[src/rtl/fss_pkg.sv]
package fss_pkg;

  typedef enum logic [2:0] {
    OP_XFER      = 3'd0,
    OP_CMP       = 3'd1,
    OP_PROG_ER   = 3'd2,
    OP_PROG_NE   = 3'd3,
    OP_PG_ERASE  = 3'd4,
    OP_BLK_ERASE = 3'd5,
    OP_PROG_BUF  = 3'd6,
    OP_REWRITE   = 3'd7
  } op_e;

  localparam logic [3:0] DENSITY_CODE = 4'b0011;

  // Operations that write or erase array pages.
  function automatic logic op_alters_array(op_e op);
    return !(op == OP_XFER || op == OP_CMP);
  endfunction

  // Operations that leave the buffer free for host access.
  function automatic logic op_frees_buffer(op_e op);
    return (op == OP_PG_ERASE) || (op == OP_BLK_ERASE);
  endfunction

  function automatic logic [7:0] pack_status(logic ready, logic mism);
    return {ready, mism, DENSITY_CODE, 2'b00};
  endfunction

endpackage

[src/rtl/fss_admit.sv]
module fss_admit
  import fss_pkg::*;
#(
  parameter int PAGE_W = 9
) (
  input  logic              busy,
  input  op_e               active_op,
  input  logic              launch_valid,
  input  op_e               launch_op,
  input  logic [PAGE_W-1:0] launch_page,
  input  logic              wp_n,
  input  logic              buf_req,
  output logic              launch_go,
  output logic              launch_blocked,
  output logic              buf_go,
  output logic              buf_blocked
);

  function automatic logic in_guarded_half(logic [PAGE_W-1:0] page);
    return page[PAGE_W-1] == 1'b0;
  endfunction

  logic wp_hit;
  logic buf_ok_now;

  always_comb begin
    wp_hit         = !wp_n && op_alters_array(launch_op) && in_guarded_half(launch_page);
    launch_go      = launch_valid && !busy && !wp_hit;
    launch_blocked = launch_valid && !launch_go;
    buf_ok_now     = !busy || op_frees_buffer(active_op);
    buf_go         = buf_req && buf_ok_now;
    buf_blocked    = buf_req && !buf_ok_now;
  end

endmodule

[src/rtl/fss_timer.sv]
module fss_timer #(
  parameter int CNT_W = 8
) (
  input  logic             clk,
  input  logic             rst_n,
  input  logic             start,
  input  logic [CNT_W-1:0] load,
  output logic             busy,
  output logic             finishing,
  output logic             done
);

  logic [CNT_W-1:0] cnt;

  always_ff @(posedge clk or negedge rst_n) begin
    if (!rst_n) begin
      cnt  <= '0;
      done <= 1'b0;
    end else begin
      done <= finishing;
      if (start)
        cnt <= load;
      else if (cnt != '0)
        cnt <= cnt - 1'b1;
    end
  end

  assign busy      = (cnt != '0);
  assign finishing = (cnt == CNT_W'(1));

  assert_done_on_fall_R8: assert property (@(posedge clk) disable iff (!rst_n)
    $fell(busy) |-> done);

  assert_start_idle_R4: assert property (@(posedge clk) disable iff (!rst_n)
    start |-> !busy);

endmodule

[src/rtl/fss_status_shift.sv]
module fss_status_shift #(
  parameter int SR_W = 8
) (
  input  logic            clk,
  input  logic            rst_n,
  input  logic            cs_n,
  input  logic            shift_en,
  input  logic [SR_W-1:0] status_byte,
  output logic            status_bit
);

  localparam int IDX_W = $clog2(SR_W);
  localparam logic [IDX_W-1:0] TOP = IDX_W'(SR_W - 1);

  logic [IDX_W-1:0] bit_idx;

  always_ff @(posedge clk or negedge rst_n) begin
    if (!rst_n)
      bit_idx <= TOP;
    else if (cs_n)
      bit_idx <= TOP;
    else if (shift_en)
      bit_idx <= (bit_idx == '0) ? TOP : bit_idx - 1'b1;
  end

  assign status_bit = status_byte[bit_idx];

  assert_restart_R2: assert property (@(posedge clk) disable iff (!rst_n)
    cs_n |=> bit_idx == TOP);

  assert_wrap_R2: assert property (@(posedge clk) disable iff (!rst_n)
    (!cs_n && shift_en && bit_idx == '0) |=> bit_idx == TOP);

endmodule

[src/rtl/flash_status_seq.sv]
module flash_status_seq
  import fss_pkg::*;
#(
  parameter int PAGE_W          = 9,
  parameter int CYC_XFER        = 12,
  parameter int CYC_PROG        = 40,
  parameter int CYC_ERASE_PROG  = 60,
  parameter int CYC_PAGE_ERASE  = 35,
  parameter int CYC_BLOCK_ERASE = 45
) (
  input  logic              clk,
  input  logic              rst_n,
  input  logic              launch_valid,
  input  logic [2:0]        launch_op,
  input  logic [PAGE_W-1:0] launch_page,
  input  logic              wp_n,
  input  logic              cmp_mismatch,
  input  logic              buf_req,
  input  logic              cs_n,
  input  logic              shift_en,
  output logic              busy_n,
  output logic              op_accept,
  output logic              op_reject,
  output logic              op_done,
  output logic              buf_grant,
  output logic              buf_deny,
  output logic              status_bit
);

  function automatic int max2(int a, int b);
    return (a > b) ? a : b;
  endfunction

  localparam int MAX_CYC = max2(max2(max2(CYC_XFER, CYC_PROG), max2(CYC_ERASE_PROG, CYC_PAGE_ERASE)),
                                CYC_BLOCK_ERASE);
  localparam int CNT_W   = $clog2(MAX_CYC + 1);

  function automatic logic [CNT_W-1:0] op_cycles(op_e op);
    case (op)
      OP_XFER, OP_CMP:                     return CNT_W'(CYC_XFER);
      OP_PROG_NE:                          return CNT_W'(CYC_PROG);
      OP_PG_ERASE:                         return CNT_W'(CYC_PAGE_ERASE);
      OP_BLK_ERASE:                        return CNT_W'(CYC_BLOCK_ERASE);
      default:                             return CNT_W'(CYC_ERASE_PROG);
    endcase
  endfunction

  op_e  req_op;
  op_e  active_op;
  logic cmp_flag;
  logic busy, finishing;
  logic launch_go, launch_blocked, buf_go, buf_blocked;
  logic [7:0] status_byte;

  assign req_op = op_e'(launch_op);

  fss_admit #(.PAGE_W(PAGE_W)) u_admit (
    .busy          (busy),
    .active_op     (active_op),
    .launch_valid  (launch_valid),
    .launch_op     (req_op),
    .launch_page   (launch_page),
    .wp_n          (wp_n),
    .buf_req       (buf_req),
    .launch_go     (launch_go),
    .launch_blocked(launch_blocked),
    .buf_go        (buf_go),
    .buf_blocked   (buf_blocked)
  );

  fss_timer #(.CNT_W(CNT_W)) u_timer (
    .clk      (clk),
    .rst_n    (rst_n),
    .start    (launch_go),
    .load     (op_cycles(req_op)),
    .busy     (busy),
    .finishing(finishing),
    .done     (op_done)
  );

  always_ff @(posedge clk or negedge rst_n) begin
    if (!rst_n) begin
      active_op <= OP_XFER;
      cmp_flag  <= 1'b0;
      op_accept <= 1'b0;
      op_reject <= 1'b0;
      buf_grant <= 1'b0;
      buf_deny  <= 1'b0;
    end else begin
      op_accept <= launch_go;
      op_reject <= launch_blocked;
      buf_grant <= buf_go;
      buf_deny  <= buf_blocked;
      if (launch_go)
        active_op <= req_op;
      if (finishing && active_op == OP_CMP)
        cmp_flag <= cmp_mismatch;
    end
  end

  assign busy_n      = !busy;
  assign status_byte = pack_status(!busy, cmp_flag);

  fss_status_shift #(.SR_W(8)) u_shift (
    .clk        (clk),
    .rst_n      (rst_n),
    .cs_n       (cs_n),
    .shift_en   (shift_en),
    .status_byte(status_byte),
    .status_bit (status_bit)
  );

  assert_accept_busy_R3: assert property (@(posedge clk) disable iff (!rst_n)
    op_accept |-> !busy_n);

  assert_busy_rejects_R4: assert property (@(posedge clk) disable iff (!rst_n)
    (launch_valid && !busy_n) |=> (op_reject && !op_accept));

  assert_buf_excl_R5: assert property (@(posedge clk) disable iff (!rst_n)
    !(buf_grant && buf_deny));

  assert_wp_block_R6: assert property (@(posedge clk) disable iff (!rst_n)
    (launch_valid && !wp_n && launch_op >= 3'd2 && !launch_page[PAGE_W-1]) |=> op_reject);

  assert_flag_on_done_R7: assert property (@(posedge clk) disable iff (!rst_n)
    !$stable(cmp_flag) |-> op_done);

endmodule

[config.mk]
export PLATFORM = sky130hd
export DESIGN_NAME = flash_status_seq
export DESIGN_NICKNAME = d
export VERILOG_FILES = /design/src/rtl/fss_pkg.sv /design/src/rtl/fss_admit.sv /design/src/rtl/fss_timer.sv /design/src/rtl/fss_status_shift.sv /design/src/rtl/flash_status_seq.sv
export SDC_FILE = /design/constraint.sdc
export NUM_CORES = 1
export LEC_CHECK = 0
export BUFFER_PORTS_ARGS = -buffer_cell sky130_fd_sc_hd__buf_2
export CAP_MARGIN = 20
export CORE_MARGIN = 2
export CORE_UTILIZATION = 30
export CTS_BUF_LIST = sky130_fd_sc_hd__clkbuf_16
export CTS_CLUSTER_DIAMETER = 40
export DETAILED_ROUTE_END_ITERATION = 12
export PLACE_DENSITY = 0.5
export SYNTH_ARGS = -nofsm -noshare
export SYNTH_HDL_FRONTEND = slang
export SYNTH_HIERARCHICAL = 1
export SYNTH_SLANG_ARGS = --single-unit
[constraint.sdc]
create_clock -name clk -period 4.4 [get_ports clk]
set_clock_uncertainty 0.05 [all_clocks]
set_input_delay 0.44 -clock clk [delete_from_list [all_inputs] [get_ports clk]]
set_output_delay 0.44 -clock clk [all_outputs]
set_load 0.1 [all_outputs]
==> metrics, run 1 <==
Fmax=0.361 GHz; final setup margin=1.63 ns; drt drc=0; Worst-Margin Slew=0.541 ns; pre-CTS setup slack=1.88 ns; hold buffer count at CTS=0; area of the multi-input gates=553 um^2; TritonCTS clock tree=yes; post-synth top area share=36.1%; Post-synth top cells=dfrtp_1 (15), inv_1 (12), nand2_1 (9); Crit. End Element=primary output; Worst R2R End=u_timer/cnt[2]; count leader, synth=dfrtp_1; Seq/Total Area, Yosys=43.6%; Startpoint Class=flip-flop; total track usage=10.5%; global route overflow=0; largest net degree at the start of global routing=19; HP Class=primary input to async pin; die area=0.00396 mm^2; Worst Path Required=3.91 ns; Crit Path Class=flip-flop to primary output; max_slew headroom=63.9%; Inserted Clock Buffers=3; outcome=completed; IO Pins=27; Core Area=0.00334 mm^2; site row count=21; Final Cycle Share=62.9%; max-slew violation count=0; minimum clock period=2.77 ns; initial core utilization=31.2%; pwr dens=578 mW/mm^2; r2r setup slk=2.03 ns; H-tree depth=1; n_diodes=0; Buffers on Ports=18; Syn Area/Cell=10.2 um^2; clock root buffer master=clkbuf_16; Async S/R FF share, synth=100%; number of distinct library cells after synthesis=37; Max Used Layer=met4; number of fillers in the final layout=341; post-CTS resize count=0; number of max-cap violations=0; VDD IR max=0.211 mV; vias in the first global route=750; routed wl met3=61 um; Post-DP HPWL=1430 um; via count=761; Syn-to-layout area delta=22.8%; final setup TNS=0 ns; crit-path cells=inv_1 -> ha_1 -> and2_1 -> inv_1 -> inv_1 -> mux4_1 -> nand2_1 -> nand2_1 -> buf_2; DRT Pass-1 Iters=4; number of synthesized flops with an enable pin=0; Clock Path Buffers=2; # setup viols final=0; Placer Congestion=0.735; CTS clock-pin slew for the worst setup and hold paths=0.05 ns; Largest stage delay, worst path=0.47 ns; RSZ-0062 raised after global routing=no; routed vias/inst=4.40; total wire length=1850 um; final hold violation count=0; layout cell share with drive strength beyond 1=26.0%; Primary FF master, synth=dfrtp_1; insertion delay of the later-clocked pin in the worst-skew pair=0.24 ns; wire length per cell=10.7 um; chip height=62.9 um; clock sink count=18; Post-CTS Setup Repair Bufs=0; Die X=62.9 um; RR Startpoint=u_timer/cnt[2]; top cell type by total area after synthesis=dfrtp_1; crit path DAT=2.28 ns; synth warn=6; crit path max fanout=9; most used cell, CP=inv_1; antenna violations before repair=0; synth top area cells=dfrtp_1 (36%), dfstp_2 (7.6%), mux4_1 (5.0%); storage element area=454 um^2; Synth Register Bits=18; post-route ant nets=0; metal2 WL=915 um; first-pass GRT wire length=3240 um; Gate Count Post-Synth=102; Pleak=0.000647 uW; starting DRC count in detailed routing=10; post-synthesis cell area=0.00104 mm^2; Worst R2R Path Depth=6; crit path max-delay cell type=mux4_1; fin nets=152; met1 wire length=852 um
-- worst max path at each step --
stage                    from    endpoint  slack (ns)  cells past startpoint
2_1_floorplan  u_timer/cnt[4]  status_bit        1.24                      7
3_3_place_gp   u_timer/cnt[0]  status_bit        1.91                      9
3_5_place_dp   u_timer/cnt[0]  status_bit        1.88                      9
4_1_cts        u_timer/cnt[0]  status_bit        1.60                      9
5_1_grt        u_timer/cnt[0]  status_bit        1.43                      9
6_report       u_timer/cnt[0]  status_bit        1.63                      9
-- layer usage --
layer	up-vias	global-route usage [%]
met5	-	0
met4	0	3.61
met3	2	3.42
met2	13	19.0
met1	356	11.3
li1	390	-
-- final cells by class --
cell class	count	area share [%]
clock buffer	3	5.87
tap	46	4.50
inverter	12	3.52
clock inverter	1	0.294
multi-input combinational	75	43.2
sequential	18	35.5
timing repair buffer	18	7.04
-- cell families after synthesis --
group | Yosys count | share of synthesized area [%]
AO/OA/AOI/OAI | 20 | 12.0
XOR/XNOR | 1 | 0.841
adder cells (fa/ha/maj) | 4 | 4.81
buffers and inverters | 13 | 4.69
flip-flops | 18 | 43.6
multiplexers | 8 | 11.8
other | 2 | 0.721
AND/OR/NAND/NOR | 36 | 21.5
-- power breakdown --
part	total, uW	internal [uW]	switching, uW
Sequential	273	221	52.0
Clock	176	120	55.4
Combinational	291	109	182
Total	739	450	289
-- critical path, delay by kind of cell (launching register included) --
family / cells / cell delay [ns]
buffers and inverters: 4 / 0.54
multiplexers: 1 / 0.47
flip-flops: 1 / 0.39
AND/OR/NAND/NOR: 3 / 0.32
adder cells (fa/ha/maj): 1 / 0.31
-- state kept, by name (all words and copies together), names as in the netlist --
register	cells
u_timer/cnt	6
active_op	3
u_shift/bit_idx	3
buf_deny	1
buf_grant	1
cmp_flag	1
op_accept	1
op_reject	1
u_timer/done	1
-- cell usage in the layout (no fill, tap or decap), drive strengths merged, types with 3 or more instances in the layout --
| master | instances |
|---|---|
| mux2 | 5 |
| or2 | 3 |
| inv | 13 |
| nand2 | 9 |
| nor2b | 3 |
| clkbuf | 3 |
| nor2 | 3 |
| ha | 4 |
| buf | 18 |
| and2 | 5 |
| dfrtp | 15 |
| dfstp | 3 |
| o21ai | 6 |
| a21oi | 7 |
| conb | 6 |
-- through the flow --
| step | power (uW) | std cells | cell area [um^2] | hold WS, ns | util, % |
|---|---|---|---|---|---|
| after floorplan | 507 | 106 | 1060 | 0.0944 | - |
| after global placement | 561 | 169 | 1200 | 0.342 | 36.0 |
| after detailed placement | 569 | 169 | 1200 | 0.343 | 36.0 |
| after CTS | 749 | 173 | 1280 | 0.0788 | 38.3 |
| after global routing | 792 | 173 | 1280 | 0.0961 | 38.3 |
| final | 739 | 173 | 1280 | 0.0686 | 38.3 |
Power figures use the tool's default switching activity.
==> run 2: changes to the inputs <==
==> constraint.sdc (replaced) <==
create_clock -name clk -period 2.7 [get_ports clk]
set_clock_uncertainty 0.05 [all_clocks]
set_input_delay 0.27 -clock clk [delete_from_list [all_inputs] [get_ports clk]]
set_output_delay 0.27 -clock clk [all_outputs]
set_load 0.1 [all_outputs]
==> metrics, run 2 (synthesis results as in run 1) <==
Worst Path Required=2.38 ns; final hold violation count=0; clock sink count=18; Sw Pwr=481 uW; routed vias/inst=4.39; Seq pwr share=36.3%; CTS clock-pin slew for the worst setup and hold paths=0.05 ns; layout cell share with drive strength beyond 1=30.0%; Crit. End Element=primary output; placed cell area=0.00123 mm^2; drt drc=0; post-route ant nets=0; number of max-cap violations=0; HP Class=primary input to flip-flop; antenna violations before repair=0; crit path DAT=2.20 ns; chip height=62.9 um; Inserted Clock Buffers=3; most common cell after layout, fill and taps aside=buf_2; Post-CTS Setup Repair Bufs=0; Die X=62.9 um; vias in the first global route=767; # setup viols final=0; Clock Path Buffers=2; VDD IR max=0.509 mV; Clk pwr share=23.6%; Crit Path Class=flip-flop to primary output; DRT Pass-1 Iters=4; first-pass GRT wire length=3440 um; initial core utilization=31.2%; commonest cells after routing, fill and taps aside=buf_2 (17), dfrtp_1 (15), inv_1 (10), nand2_1 (8), a21oi_1 (7); Final Total Pwr=1230 uW; final setup TNS=0 ns; Final Cycle Share=93.3%; largest net degree at the start of global routing=19; max-slew violation count=0; TritonCTS clock tree=yes; Startpoint Class=flip-flop; Post-DP HPWL=1440 um; RSZ-0062 raised after global routing=no; clock root buffer master=clkbuf_16; max FFs per register=6; wire length per cell=10.5 um; insertion delay of the later-clocked pin in the worst-skew pair=0.24 ns; H-tree depth=1; IO Pins=27; total track usage=10.8%; Net Sw Frac=39.1%; fin nets=155; Fmax=0.397 GHz; outcome=completed; Power Internal=749 uW; Regs by FF count=u_timer/cnt (6), active_op (3), u_shift/bit_idx (3); Worst-Margin Slew=0.505 ns; via count=772; max_slew headroom=66.3%; Core Area=0.00334 mm^2; Buffers on Ports=18; Placer Congestion=0.729; total wire length=1850 um; Gate power share=40.2%; Final Instance Area=0.00132 mm^2; die area=0.00396 mm^2; pwr dens=932 mW/mm^2; site row count=21; starting DRC count in detailed routing=8; n_diodes=0; Syn-to-layout area delta=26.8%; minimum clock period=2.52 ns; Pleak=0.000648 uW; crit path max fanout=9; global route overflow=0; most flop-heavy register=u_timer/cnt
[run 2: cell types whose count changed in the layout (fill, tap and decap cells not counted), sizes merged]
cell         before  now
buf              18   20
clkinvlp          0    1
clkinv            0    1
inv              13   11
dlygate4sd3       0    1
[run 2: layout make-up]
cell class,instances,area [um^2]
Fill cell,346,2020
Multi-Input combinational cell,75,563
Sequential cell,18,454
Timing Repair Buffer,21,118
Clock buffer,3,75.1
Tap cell,46,57.6
Inverter,12,48.8
Clock inverter,1,3.75
[run 2: metrics by stage]
stage	util (%)	worst slack, ns	cells	hold slack (ns)
detailed placement	36.7	0.242	171	0.178
CTS	39.5	0.0262	176	0.185
floorplan	-	0.0552	106	-0.0756
global route	39.6	0.0645	176	0.198
finish	39.6	0.180	176	0.188
global placement	36.7	0.243	171	0.171
[run 2: layer usage]
layer / vias up / global-route usage (%) / routed length, um
li1: 395 / - / -
met1: 366 / 13.6 / 887
met2: 11 / 18.5 / 895
met3: 0 / 3.24 / 70
met4: 0 / 1.67 / 0
met5: - / 0 / 0
[run 2: final timing paths]
kind                                startpoint            endpoint  slack [ns]  cells past startpoint
worst max-delay path            u_timer/cnt[0]          status_bit        0.18                      9
worst min-delay path                   buf_req            buf_deny        0.19                      3
worst max register to register  u_timer/cnt[1]      u_timer/cnt[2]        0.45                      7
worst min register to register    active_op[0]        active_op[0]        0.45                      1
max in group asynchronous                rst_n  u_shift/bit_idx[1]        1.85                      2
min in group asynchronous                rst_n            buf_deny        0.44                      2
[run 2: power groups by stage]
| stage | registers [uW] | logic, uW | clock network (uW) |
|---|---|---|---|
| 4_1_cts | 448 | 491 | 299 |
| 3_3_place_gp | 450 | 480 | 0 |
| 3_5_place_dp | 450 | 488 | 0 |
| 2_1_floorplan | 534 | 296 | 0 |
| 6_report | 446 | 494 | 290 |
| 5_1_grt | 463 | 543 | 312 |
[run 2: timing repair]
item | in CTS | in global routing
hold buffers | 1 | 0
hold endpoints to repair | 15 | 0
setup endpoints to repair | 1 | 1
resized for setup | 1 | 2
cloned | 0 | 0
[run 2: critical path, cell delays in order (launching register included)]
cell and delay (ns):
dfrtp_1 0.39, inv_1 0.10, ha_2 0.24, and2_1 0.18, inv_2 0.10, clkinvlp_4 0.09, mux4_1 0.47, nand2_1 0.12
nand2_4 0.05, buf_4 0.22
